[src/rtl/tdp_pkg.sv]
package tdp_pkg;

   typedef logic [1:0] ctr2_t;

   localparam ctr2_t CTR_STRONG_LO = 2'b00;
   localparam ctr2_t CTR_WEAK_LO   = 2'b01;
   localparam ctr2_t CTR_STRONG_HI = 2'b11;

   // Saturating step: up wins only when asked alone, same for down.
   function automatic ctr2_t ctr_step(input ctr2_t cur, input logic up, input logic dn);
      ctr2_t nxt;
      nxt = cur;
      if (up && !dn && cur != CTR_STRONG_HI)
         nxt = cur + 2'd1;
      else if (dn && !up && cur != CTR_STRONG_LO)
         nxt = cur - 2'd1;
      return nxt;
   endfunction

endpackage

[src/rtl/tdp_ctr_table.sv]
module tdp_ctr_table
   import tdp_pkg::*;
#(
   parameter int    IDX_W = 6,
   parameter ctr2_t INIT  = CTR_WEAK_LO
) (
   input  logic             clk,
   input  logic             rst_n,
   input  logic [IDX_W-1:0] rd_idx,
   output ctr2_t            rd_ctr,
   input  logic             wr_en,
   input  logic [IDX_W-1:0] wr_idx,
   input  logic             wr_inc,
   input  logic             wr_dec
);

   localparam int DEPTH = 1 << IDX_W;

   generate
      if (IDX_W < 1 || IDX_W > 12) begin : g_bad_idx
         $error("tdp_ctr_table: IDX_W out of range");
      end
   endgenerate

   ctr2_t mem [DEPTH];

   always_ff @(posedge clk) begin
      if (!rst_n) begin
         for (int i = 0; i < DEPTH; i++) mem[i] <= INIT;
      end else if (wr_en) begin
         mem[wr_idx] <= ctr_step(mem[wr_idx], wr_inc, wr_dec);
      end
   end

   assign rd_ctr = mem[rd_idx];

   AST_SAT_HIGH: assert property (@(posedge clk) disable iff (!rst_n)
      (wr_en && wr_inc && !wr_dec && mem[wr_idx] == CTR_STRONG_HI)
      |=> mem[$past(wr_idx)] == CTR_STRONG_HI);
   AST_SAT_LOW: assert property (@(posedge clk) disable iff (!rst_n)
      (wr_en && wr_dec && !wr_inc && mem[wr_idx] == CTR_STRONG_LO)
      |=> mem[$past(wr_idx)] == CTR_STRONG_LO);
   AST_STEP_UP: assert property (@(posedge clk) disable iff (!rst_n)
      (wr_en && wr_inc && !wr_dec && mem[wr_idx] != CTR_STRONG_HI)
      |=> mem[$past(wr_idx)] > $past(mem[wr_idx]));
   AST_STEP_DOWN: assert property (@(posedge clk) disable iff (!rst_n)
      (wr_en && wr_dec && !wr_inc && mem[wr_idx] != CTR_STRONG_LO)
      |=> mem[$past(wr_idx)] < $past(mem[wr_idx]));
   AST_HOLD_NEUTRAL: assert property (@(posedge clk) disable iff (!rst_n)
      (wr_en && !wr_inc && !wr_dec)
      |=> mem[$past(wr_idx)] == $past(mem[wr_idx]));
   AST_NO_BOTH_DIR: assert property (@(posedge clk) disable iff (!rst_n)
      wr_en |-> !(wr_inc && wr_dec));

endmodule

[src/rtl/tdp_ghist.sv]
module tdp_ghist #(
   parameter int W = 6
) (
   input  logic         clk,
   input  logic         rst_n,
   input  logic         shift_en,
   input  logic         shift_bit,
   output logic [W-1:0] hist
);

   generate
      if (W < 1) begin : g_bad_w
         $error("tdp_ghist: W must be at least 1");
      end
      if (W == 1) begin : g_one
         always_ff @(posedge clk) begin
            if (!rst_n)        hist <= '0;
            else if (shift_en) hist <= shift_bit;
         end
      end else begin : g_many
         always_ff @(posedge clk) begin
            if (!rst_n)        hist <= '0;
            else if (shift_en) hist <= {hist[W-2:0], shift_bit};
         end
         AST_HIST_AGE: assert property (@(posedge clk) disable iff (!rst_n)
            shift_en |=> hist[W-1:1] == $past(hist[W-2:0]));
      end
   endgenerate

   AST_HIST_NEWEST: assert property (@(posedge clk) disable iff (!rst_n)
      shift_en |=> hist[0] == $past(shift_bit));
   AST_HIST_IDLE: assert property (@(posedge clk) disable iff (!rst_n)
      !shift_en |=> $stable(hist));

endmodule

[src/rtl/tourney_dir_pred.sv]
module tourney_dir_pred
   import tdp_pkg::*;
#(
   parameter int PC_W      = 32,
   parameter int PC_LSB    = 2,
   parameter int BIM_IDX_W = 6,
   parameter int GSH_IDX_W = 6,
   parameter int GHR_W     = 6,
   parameter int CHO_IDX_W = 6
) (
   input  logic                 clk,
   input  logic                 rst_n,
   input  logic [PC_W-1:0]      pred_pc,
   output logic                 pred_taken,
   output logic                 pred_bim_taken,
   output logic                 pred_gsh_taken,
   output logic [GSH_IDX_W-1:0] pred_gsh_idx,
   output logic                 pred_use_gsh,
   input  logic                 upd_valid,
   input  logic [PC_W-1:0]      upd_pc,
   input  logic                 upd_taken,
   input  logic                 upd_bim_taken,
   input  logic                 upd_gsh_taken,
   input  logic [GSH_IDX_W-1:0] upd_gsh_idx
);

   localparam int MAX_IDX_W = (BIM_IDX_W > GSH_IDX_W)
                              ? ((BIM_IDX_W > CHO_IDX_W) ? BIM_IDX_W : CHO_IDX_W)
                              : ((GSH_IDX_W > CHO_IDX_W) ? GSH_IDX_W : CHO_IDX_W);
   localparam int PAD_W = GSH_IDX_W - GHR_W;

   generate
      if (PC_LSB + MAX_IDX_W > PC_W) begin : g_bad_pc
         $error("tourney_dir_pred: index bits exceed PC width");
      end
      if (GHR_W > GSH_IDX_W) begin : g_bad_ghr
         $error("tourney_dir_pred: history longer than global index");
      end
   endgenerate

   // Lookup indices
   logic [BIM_IDX_W-1:0] bim_rd_idx, bim_wr_idx;
   logic [CHO_IDX_W-1:0] cho_rd_idx, cho_wr_idx;
   logic [GSH_IDX_W-1:0] hist_ext;
   logic [GHR_W-1:0]     ghr;

   assign bim_rd_idx = pred_pc[PC_LSB +: BIM_IDX_W];
   assign bim_wr_idx = upd_pc[PC_LSB +: BIM_IDX_W];
   assign cho_rd_idx = pred_pc[PC_LSB +: CHO_IDX_W];
   assign cho_wr_idx = upd_pc[PC_LSB +: CHO_IDX_W];

   generate
      if (PAD_W == 0) begin : g_hist_full
         assign hist_ext = ghr;
      end else begin : g_hist_pad
         assign hist_ext = {{PAD_W{1'b0}}, ghr};
      end
   endgenerate

   assign pred_gsh_idx = hist_ext ^ pred_pc[PC_LSB +: GSH_IDX_W];

   // Chooser training direction
   logic bim_hit, gsh_hit, cho_inc, cho_dec;
   assign bim_hit = (upd_bim_taken == upd_taken);
   assign gsh_hit = (upd_gsh_taken == upd_taken);
   assign cho_inc = gsh_hit && !bim_hit;
   assign cho_dec = bim_hit && !gsh_hit;

   ctr2_t bim_ctr, gsh_ctr, cho_ctr;

   tdp_ctr_table #(.IDX_W(BIM_IDX_W), .INIT(CTR_WEAK_LO)) u_bim (
      .clk    (clk),
      .rst_n  (rst_n),
      .rd_idx (bim_rd_idx),
      .rd_ctr (bim_ctr),
      .wr_en  (upd_valid),
      .wr_idx (bim_wr_idx),
      .wr_inc (upd_taken),
      .wr_dec (!upd_taken)
   );

   tdp_ctr_table #(.IDX_W(GSH_IDX_W), .INIT(CTR_WEAK_LO)) u_gsh (
      .clk    (clk),
      .rst_n  (rst_n),
      .rd_idx (pred_gsh_idx),
      .rd_ctr (gsh_ctr),
      .wr_en  (upd_valid),
      .wr_idx (upd_gsh_idx),
      .wr_inc (upd_taken),
      .wr_dec (!upd_taken)
   );

   tdp_ctr_table #(.IDX_W(CHO_IDX_W), .INIT(CTR_WEAK_LO)) u_cho (
      .clk    (clk),
      .rst_n  (rst_n),
      .rd_idx (cho_rd_idx),
      .rd_ctr (cho_ctr),
      .wr_en  (upd_valid),
      .wr_idx (cho_wr_idx),
      .wr_inc (cho_inc),
      .wr_dec (cho_dec)
   );

   tdp_ghist #(.W(GHR_W)) u_ghist (
      .clk       (clk),
      .rst_n     (rst_n),
      .shift_en  (upd_valid),
      .shift_bit (upd_taken),
      .hist      (ghr)
   );

   assign pred_bim_taken = bim_ctr[1];
   assign pred_gsh_taken = gsh_ctr[1];
   assign pred_use_gsh   = cho_ctr[1];
   assign pred_taken     = pred_use_gsh ? pred_gsh_taken : pred_bim_taken;

   logic unused_pc_bits;
   assign unused_pc_bits = ^{pred_pc, upd_pc};

   AST_UPD_KNOWN: assert property (@(posedge clk) disable iff (!rst_n)
      upd_valid |-> !$isunknown({upd_taken, upd_bim_taken, upd_gsh_taken, upd_gsh_idx}));

endmodule

[config.mk]
export PLATFORM = sky130hd
export DESIGN_NAME = tourney_dir_pred
export DESIGN_NICKNAME = d
export VERILOG_FILES = /design/src/rtl/tdp_pkg.sv /design/src/rtl/tdp_ctr_table.sv /design/src/rtl/tdp_ghist.sv /design/src/rtl/tourney_dir_pred.sv
export SDC_FILE = /design/constraint.sdc
export NUM_CORES = 1
export LEC_CHECK = 0
export BUFFER_PORTS_ARGS = -buffer_cell sky130_fd_sc_hd__buf_2
export CORE_UTILIZATION = 40
export DETAILED_ROUTE_END_ITERATION = 10
export HOLD_SLACK_MARGIN = 0.08
export PLACE_DENSITY = 0.57
export SYNTH_ARGS = -nofsm -noshare
export SYNTH_HDL_FRONTEND = slang
export SYNTH_SLANG_ARGS = --single-unit
export TNS_END_PERCENT = 100
[constraint.sdc]
create_clock -name clk -period 4 [get_ports clk]
set_clock_uncertainty 0.15 [all_clocks]
set_input_delay 0.6 -clock clk [delete_from_list [all_inputs] [get_ports clk]]
set_output_delay 0.6 -clock clk [all_outputs]
set_load 0.02 [all_outputs]
==> flow_metrics.env <==
export IMPL_yosys_warnings=0
export IMPL_netlist_top_cells_count="417 x nand2_1, 384 x edfxtp_1, 229 x nor2_1"
export IMPL_yosys_top_cells_area="edfxtp_1 55%, mux4_2 9.0%, nand2_1 7.5%"
export IMPL_fillers=4632
export IMPL_setup_viol=0
export IMPL_critical_path_class="reg -> out"
export IMPL_routed_wl_mm=68.22
export IMPL_drv_slew=0
export IMPL_clock_fmax_ghz=0.2570
export IMPL_wl_per_cell_um=25.18
export IMPL_synth_top_area_cell="edfxtp_1"
export IMPL_hold_class="in -> reg"
export IMPL_fin_crit_ps=3892
export IMPL_regToRegSetupSlack_ps=170
export IMPL_postPlaceCellArea_sq_um=23290
export IMPL_critPathCaptureType="output pin"
export IMPL_hold_buffers=0
export IMPL_grt_pass1_wl_mm=101.3
export IMPL_dp_cells=2623
export IMPL_hpwl_mm=48.70
export IMPL_period_share=0.9729
export IMPL_cts_buffers=44
export IMPL_rsz0062_at_grt="false"
export IMPL_drcViolationCount=0
export IMPL_netlist_area_sq_um=20800
export IMPL_arrival_ps=3140
export IMPL_hold_violations=0
export IMPL_clkSinkCount=390
export IMPL_final_util=0.4845
export IMPL_hold_depth=3
export IMPL_fp_dieH_um=230.0
export IMPL_clkTransAtPathRegs_ps=60
export IMPL_gp_congestion=0.9391
export IMPL_grt_overflow=0
export IMPL_coreArea_sq_um=51300
export IMPL_ant_nets=0
export IMPL_syn_inst=1844
export IMPL_worstSetupStartpointType="flop"
export IMPL_syn_avg_cell_area_sq_um=11.28
export IMPL_synth_most_common_cell="nand2_1"
export IMPL_synthArstFlopShare=0
export IMPL_synth_ff_type="edfxtp_1"
export IMPL_synth_distinct_cells=67
export IMPL_placementRows=83
export IMPL_io_buffers=33
export IMPL_viasPerCell=6.061
export IMPL_p_per_area_nw_per_um2=427.4
export IMPL_synth_edf_count=384
export IMPL_antenna_found_initial=1
export IMPL_insertion_delay_ps=590
export IMPL_worstMarginPinSlew_ps=1045
export IMPL_nets=2077
export IMPL_cts_tree="built"
export IMPL_crit_fanout=11
export IMPL_whs_endpoint="u_ghist.hist[0]"
export IMPL_initial_core_util=0.4054
export IMPL_finalSetupTns_ps=0
export IMPL_antennaDiodeCount=0
export IMPL_grt_pass1_vias=15960
export IMPL_vias=16420
export IMPL_synth_fp_nets=1926
export IMPL_grt_max_degree=84
export IMPL_hp_start="upd_taken"
export IMPL_p_leak_uw=0.008435
export IMPL_drive_gt1_frac=0.2371
export IMPL_r2r_end="u_cho.mem[56][0]"
export IMPL_io_pins=86
export IMPL_synth_top_area_frac=0.5544
export IMPL_r2r_cells=12
export IMPL_cts_buffer_depth=3
export IMPL_rr_startpoint="u_cho.mem[53][0]"
export IMPL_root_buffer="clkbuf_16"
export IMPL_fin_cells=2709
export IMPL_seq_area_frac_synth=0.5602
export IMPL_die_area_sq_um=52910
export IMPL_drt_first_pass_iters=6
export IMPL_ys_ff_latch=390
export IMPL_status="completed"
export IMPL_area_delta_synth_final_pct=19.50
export IMPL_ctsHtreeMaxLevel=2
export IMPL_maxCapViolCount=0
export IMPL_max_vdd_ir_drop_uv=259.9
export IMPL_drtIter0Drc=2165
export IMPL_required_ps=3250
export IMPL_slew_headroom=0.3030
export IMPL_die_w_um=230.0
export IMPL_power_uw=10620
export IMPL_final_area_sq_um=24850
export IMPL_track_usage=0.2573
[per-layer routing]
metal / vias up / wire length (um) / GRT usage
met1: 8161 / 28130 / 0.3711
met4: 2 / 2167 / 0.08320
met2: 997 / 30300 / 0.3879
met3: 143 / 7615 / 0.05196
li1: 7115 / - / -
met5: - / 11 / 0
[critical path, cell delays in order (launching register included)]
cell and delay [ps]:
dfxtp_4 410, xor2_4 180, buf_12 170, mux4_1 580
mux4_2 550, nor3_2 160, a211oi_2 90, mux2_2 290
buf_2 160
[state kept, by name, summed over array words and instances (netlist names)]
register	cells
u_bim.mem	128
u_ghist.hist	6
u_cho.mem	128
u_gsh.mem	128
[cell families after synthesis]
logic type,count (synthesis),synth area share
adders and majority gates,6,0.003609
xor gates and xnor gates,9,0.004512
and+or+nand+nor,839,0.1725
DFF,390,0.5602
buffers and inverters,177,0.03862
AOI/OAI and AO/OA,248,0.08127
muxes,175,0.1393
[cell usage in the layout (no fill, tap or decap), types with 6 or more instances in the layout]
| cell | netlist | final |
|---|---|---|
| nand2_1 | 417 | 417 |
| edfxtp_1 | 384 | 384 |
| nor2_1 | 229 | 229 |
| buf_4 | 5 | 199 |
| mux4_2 | 83 | 83 |
| nand3_1 | 81 | 81 |
| a21oi_1 | 77 | 77 |
| mux2i_1 | 58 | 56 |
| clkbuf_16 | 0 | 47 |
| a22oi_1 | 31 | 31 |
| buf_12 | 0 | 31 |
| mux2_2 | 29 | 29 |
| buf_2 | 60 | 29 |
| a221oi_1 | 28 | 28 |
| o21ai_0 | 26 | 24 |
| o22ai_1 | 20 | 20 |
| inv_1 | 17 | 17 |
| nand2b_1 | 17 | 17 |
| nor2b_1 | 17 | 17 |
| and2_1 | 14 | 14 |
| and3_1 | 14 | 14 |
| a211oi_1 | 16 | 14 |
| clkinv_1 | 0 | 11 |
| nor3b_1 | 11 | 9 |
| clkbuf_1 | 74 | 9 |
| nor3_2 | 0 | 6 |
| ha_1 | 6 | 6 |
[power breakdown]
group	internal (uW)	leakage (uW)	switching (uW)
Combinational	739	0.00432	1190
Sequential	4570	0.00343	58.3
Clock	2360	0.000682	1700
Total	7670	0.00844	2950
[what timing repair did]
item,4_1_cts,5_1_grt
setup endpoints to repair,169,165
pin swaps,1,2
gates resized for setup,10,7
setup buffers,0,5
gates cloned,0,1
[area by class of cell]
| class | count | area, sq um | share of cell area |
|---|---|---|---|
| inverters | 20 | 75.07 | 0.003021 |
| well taps | 680 | 850.8 | 0.03423 |
| clock inverters | 25 | 237.7 | 0.009565 |
| repair buffers | 262 | 2307 | 0.09283 |
| clock buffers | 55 | 1185 | 0.04767 |
| multi-input cells | 1277 | 8543 | 0.3437 |
| flip-flops and latches | 390 | 11650 | 0.4689 |
[worst max path at each step]
stage	from	end	slack [ps]	depth (start not counted)
after floorplan	upd_pc[4]	u_bim.mem[0][0]	60	14
after global placement	upd_pc[3]	u_cho.mem[56][1]	-710	14
after detailed placement	upd_pc[3]	u_cho.mem[25][0]	-690	14
after CTS	u_ghist.hist[0]	pred_taken	10	8
after global routing	u_ghist.hist[0]	pred_taken	10	8
final	u_ghist.hist[0]	pred_taken	110	8
[per-stage QoR]
stage / hold slack (ps) / setup WS (ps)
final: 356.1 / 108.4
after global routing: 355.3 / 13.24
after CTS: 329.0 / 9.849
after detailed placement: 394.7 / -692.0
after global placement: 369.2 / -710.2
after floorplan: 353.3 / 62.39
Power figures use the tool's default switching activity.
